$ cat config.mk
export PLATFORM = sky130hd
export DESIGN_NAME = pport_drain
export DESIGN_NICKNAME = d
export VERILOG_FILES = /design/src/rtl/ppd_pkg.sv /design/src/rtl/ppd_sync.sv /design/src/rtl/ppd_word_hold.sv /design/src/rtl/ppd_hs_fsm.sv /design/src/rtl/pport_drain.sv
export SDC_FILE = /design/constraint.sdc
export NUM_CORES = 1
export LEC_CHECK = 0
export BUFFER_PORTS_ARGS = -buffer_cell sky130_fd_sc_hd__buf_2
export CAP_MARGIN = 20
export CORE_MARGIN = 8
export CORE_UTILIZATION = 46
export DETAILED_ROUTE_END_ITERATION = 8
export GPL_TIMING_DRIVEN = 0
export HOLD_SLACK_MARGIN = 0.06
export PLACE_DENSITY = 0.77
export SLEW_MARGIN = 0
export SYNTH_ARGS = -nofsm -noshare
export SYNTH_HDL_FRONTEND = slang
export SYNTH_SLANG_ARGS = --single-unit
$ cat constraint.sdc
create_clock -name clk -period 2.07 [get_ports clk]
set_input_delay 0.414 -clock clk [delete_from_list [all_inputs] [get_ports clk]]
set_output_delay 0.414 -clock clk [all_outputs]
set_load 0.1 [all_outputs]
$ cat src/rtl/ppd_pkg.sv
package ppd_pkg;

    localparam int PPD_DATA_W = 16;
    localparam int PPD_SYNC_N = 2;

    typedef enum logic [1:0] {
        PD_IDLE  = 2'd0,
        PD_SHOW  = 2'd1,
        PD_DRAIN = 2'd2
    } pd_state_e;

    typedef struct packed {
        pd_state_e st;
        logic      rdy_n;
        logic      pop;
    } pd_ctl_t;

    localparam pd_ctl_t PD_CTL_RESET = '{st: PD_IDLE, rdy_n: 1'b1, pop: 1'b0};

    // A word may be offered when routing, remote permission and data all agree
    function automatic logic pd_may_offer(input logic steer, input logic xen,
                                          input logic empty, input logic ack);
        return steer & xen & ~empty & ~ack;
    endfunction

endpackage

$ cat src/rtl/ppd_sync.sv
module ppd_sync #(
    parameter int              W       = 2,
    parameter int              STAGES  = 2,
    parameter logic [W-1:0]    RST_VAL = '0
) (
    input  logic         clk,
    input  logic         rst,
    input  logic [W-1:0] d_async,
    output logic [W-1:0] q_sync
);
    logic [W-1:0] stg [STAGES];

    always_ff @(posedge clk) begin
        if (rst) stg[0] <= RST_VAL;
        else     stg[0] <= d_async;
    end

    generate
        for (genvar i = 1; i < STAGES; i++) begin : g_stage
            always_ff @(posedge clk) begin
                if (rst) stg[i] <= RST_VAL;
                else     stg[i] <= stg[i-1];
            end
        end
    endgenerate

    assign q_sync = stg[STAGES-1];
endmodule

$ cat src/rtl/ppd_word_hold.sv
module ppd_word_hold #(
    parameter int W = 16
) (
    input  logic         clk,
    input  logic         rst,
    input  logic         load,
    input  logic [W-1:0] din,
    output logic [W-1:0] dout
);
    always_ff @(posedge clk) begin
        if (rst)       dout <= '0;
        else if (load) dout <= din;
    end
endmodule

$ cat src/rtl/ppd_hs_fsm.sv
module ppd_hs_fsm
    import ppd_pkg::*;
(
    input  logic clk,
    input  logic rst,
    input  logic steer_en,
    input  logic xen_s,
    input  logic ack_s,
    input  logic fifo_empty,
    output logic load,
    output logic rdy_n,
    output logic pop
);
    pd_ctl_t cur, nxt;

    always_comb begin
        nxt     = cur;
        nxt.pop = 1'b0;
        load    = 1'b0;
        unique case (cur.st)
            PD_IDLE: begin
                if (pd_may_offer(steer_en, xen_s, fifo_empty, ack_s)) begin
                    load      = 1'b1;
                    nxt.st    = PD_SHOW;
                    nxt.rdy_n = 1'b0;
                end
            end
            PD_SHOW: begin
                if (ack_s) begin
                    nxt.st    = PD_DRAIN;
                    nxt.rdy_n = 1'b1;
                    nxt.pop   = 1'b1;
                end else if (!steer_en || !xen_s) begin
                    nxt.st    = PD_IDLE;
                    nxt.rdy_n = 1'b1;
                end
            end
            PD_DRAIN: begin
                if (!ack_s) nxt.st = PD_IDLE;
            end
            default: nxt = PD_CTL_RESET;
        endcase
    end

    always_ff @(posedge clk) begin
        if (rst) cur <= PD_CTL_RESET;
        else     cur <= nxt;
    end

    assign rdy_n = cur.rdy_n;
    assign pop   = cur.pop;
endmodule

$ cat src/rtl/pport_drain.sv
module pport_drain
    import ppd_pkg::*;
#(
    parameter int DATA_W = PPD_DATA_W,
    parameter int SYNC_N = PPD_SYNC_N
) (
    input  logic              clk,
    input  logic              rst,
    input  logic              steer_en,
    input  logic              host_rd,
    input  logic              fifo_empty,
    input  logic [DATA_W-1:0] fifo_rd_data,
    output logic              fifo_pop,
    input  logic              rem_xfer_en,
    input  logic              rem_ack_n,
    output logic              port_rdy_n,
    output logic [DATA_W-1:0] port_data,
    output logic              stat_rem_en
);
    localparam int NSYNC = 2;
    localparam logic [NSYNC-1:0] SYNC_RST = 2'b10; // {ack_n idle high, enable low}

    logic [NSYNC-1:0] raw_in, synced;
    logic ack_s, xen_s, load, port_pop, host_pop;

    assign raw_in = {rem_ack_n, rem_xfer_en};

    ppd_sync #(.W(NSYNC), .STAGES(SYNC_N), .RST_VAL(SYNC_RST)) u_sync (
        .clk(clk), .rst(rst), .d_async(raw_in), .q_sync(synced)
    );

    assign ack_s = ~synced[1];
    assign xen_s = synced[0];

    ppd_hs_fsm u_fsm (
        .clk(clk), .rst(rst), .steer_en(steer_en), .xen_s(xen_s),
        .ack_s(ack_s), .fifo_empty(fifo_empty), .load(load),
        .rdy_n(port_rdy_n), .pop(port_pop)
    );

    ppd_word_hold #(.W(DATA_W)) u_hold (
        .clk(clk), .rst(rst), .load(load), .din(fifo_rd_data), .dout(port_data)
    );

    assign host_pop    = host_rd & ~steer_en & ~fifo_empty;
    assign fifo_pop    = port_pop | host_pop;
    assign stat_rem_en = xen_s;
endmodule

==> results.yml <==
timing:
  grt_setup_unrepaired: "false"
  period_share_pct: 76.51
  post-route-min-period_ps: 1584
  fmax_mhz: 631.4
  fin_tns_setup_ps: 0
  slew_violations: 0
  slew_headroom_pct: 67.14
  whs_ps: 269.4
  worst_slew_pin_slew_ps: 496.3
  fin_worst_skew_ps: 10.26
  final-setup-viol-count: 0
  hold_viol_final: 0
route:
  viasPerCell: 4.673
  wl_met2_mm: 1.080
  drt_iter0_drc: 23
  wire_per_inst_microns: 13.24
  ant_nets: 0
  top_layer: "met4"
  totalWireLength_mm: 2.184
  drt_pass1_iterations: 3
  met1Wirelength_microns: 944
  routed-via-count: 771
  drc: 0
  met3_length_microns: 132
setup_path:
  r2r-end: "u_hold.dout[6]"
  max_stage_delay_ps: 410
  r2r_setup_slack_ps: 790
  critPathMostFrequentCell: "buf_2"
  crit_path_start_kind: "input pin"
  crit-reg2reg-launch: "u_fsm.cur[3]"
  end_kind: "output port"
  critPathKind: "input pin to output port"
  path_buf_inv: 2
  path_max_fanout: 2
  cp.arrival_ps: 1170
  worstPathRequired_ps: 1660
  cp_slowest_cell: "buf_2"
  crit_family: "buffers and inverters"
  crit_chain: "buf_2, nor2_1, a21o_1, buf_2"
  worstRegToRegCells: 5
final_layout:
  layout_commonest_cell: "buf_2"
  fill_cells: 195
  diodes: 0
  syn_to_final_growth_pct: 27.06
  layout-drive-gt1-share_pct: 36.50
  fin_util_pct: 59.94
  layout_common_cells: "40 x buf_2, 32 x nand2b_1, 24 x dfxtp_1"
  final_cells: 165
  nets: 161
run_status:
  status: "finished clean"
synth:
  syn_avg_cell_area_sq_um: 10.79
  synth.distinct_cells: 17
  synth_area_sq_um: 1003
  synth_seq_cells: 24
  synth_nets: 116
  synth_warnings: 0
  synthCells: 93
  synth_seq_area_share_pct: 47.88
global_routing:
  overflow: 0
  antenna_found_initial: 0
  grt_pass1_wl_mm: 3.643
  grt.total_usage_pct: 10.99
  grt_pass1_vias: 812
  grt_max_degree: 14
cts:
  postCtsSetupRepairBufs: 0
  cts_tree: "yes"
  cts_resized: 0
  h-tree-depth: 1
  holdBufCountCts: 0
  path_clk_slew_ps: 140
  clkLatencyLatePin_ps: 310
  cts_buffer_depth: 2
  clockRootBuffer: "clkbuf_4"
  clock_sinks: 24
  tritoncts.num_buffers: 3
placement:
  port_buffers: 40
  gp_congestion: 0.6524
  dp_hpwl_mm: 1.712
  dp_cells: 161
die:
  die_w_microns: 62.71
  rows: 17
  die_area_sq_um: 3932
  die_h_microns: 62.71
  initial_utilization_pct: 47.18
  core_sq_um: 2127
  ios: 42
run:
  maxCapViolCount: 0
worst_hold_path:
  hp-class: "input pin to register"
  min-delay-start: "rem_ack_n"
  holdPathEnd: "u_sync.stg[0][1]"
  min_path_cells: 2
pwr:
  cellPowerDensity_nw_per_um2: 655.8
  p_leak_nw: 0.5755
  peakVddDrop_mv: 0.4062
[state kept, by name, summed over array words and instances (netlist names)]
| signal | flops |
|---|---|
| u_fsm.pop | 1 |
| u_hold.dout | 16 |
| u_fsm.rdy_n | 1 |
| u_sync.stg | 4 |
| u_fsm.cur | 2 |
[metrics by stage]
| step | total power, W | worst slack [ps] | area [sq um] |
|---|---|---|---|
| 4_1_cts | 0.0008320 | 487.7 | 1275 |
| 6_report | 0.0008361 | 486.2 | 1275 |
| 3_3_place_gp | 0.0005933 | 501.0 | 1239 |
| 2_1_floorplan | 0.0005619 | 239.1 | 1003 |
| 3_5_place_dp | 0.0005958 | 488.0 | 1239 |
| 5_1_grt | 0.0008620 | 447.1 | 1275 |
[cell usage after synthesis]
| cell type | n | area [sq um] |
|---|---|---|
| nor3_2 | 1 | 10.01 |
| dfxtp_1 | 24 | 480.5 |
| xnor2_1 | 1 | 8.760 |
| o21bai_1 | 1 | 7.510 |
| buf_12 | 1 | 20.02 |
| mux2i_1 | 16 | 160.2 |
| nand4b_4 | 1 | 23.77 |
| buf_6 | 1 | 11.26 |
| a21o_1 | 1 | 7.510 |
| nor2b_1 | 3 | 18.77 |
| or2_2 | 2 | 12.51 |
| nor2_1 | 1 | 3.750 |
| nand2b_1 | 32 | 200.2 |
| clkbuf_1 | 4 | 15.01 |
| nor3_1 | 2 | 10.01 |
| nor4b_1 | 1 | 8.760 |
| a21oi_1 | 1 | 5.000 |
[how the worst max path moves through the flow]
stage	start	end	cells past startpoint
2_1_floorplan	u_sync.stg[1][0]	u_hold.dout[0]	5
3_3_place_gp	steer_en	fifo_pop	4
3_5_place_dp	steer_en	fifo_pop	4
4_1_cts	steer_en	fifo_pop	4
5_1_grt	u_fsm.pop	fifo_pop	2
6_report	steer_en	fifo_pop	4
[layout make-up]
type | count | area (sq um) | area share [%]
Sequential cell | 24 | 480.5 | 37.68
Timing Repair Buffer | 40 | 200.2 | 15.70
Clock buffer | 4 | 36.28 | 2.846
Multi-Input combinational cell | 63 | 476.7 | 37.39
Tap cell | 28 | 35.03 | 2.748
Buffer | 6 | 46.29 | 3.631
[cell families after synthesis]
group	count (synthesis)	synth area share [%]
simple gates	43	28.68
flops	24	47.88
mux	16	15.96
buf+inv	6	4.613
compound gates	3	1.995
xor+xnor	1	0.8730
[report_power, final]
part / switching (W) / internal [W] / leakage (nW)
combinational: 0.0000692 / 0.0000414 / 0.360
sequential: 0.00000420 / 0.000470 / 0.195
clock: 0.000144 / 0.000107 / 0.0210
total: 0.000217 / 0.000619 / 0.575
[routing by layer]
layer  up-vias  track usage, %
li1        391               -
met1       357           12.01
met2        21           19.02
met3         2           3.226
met4         0           5.128
met5         -               0
Power figures use the tool's default switching activity.
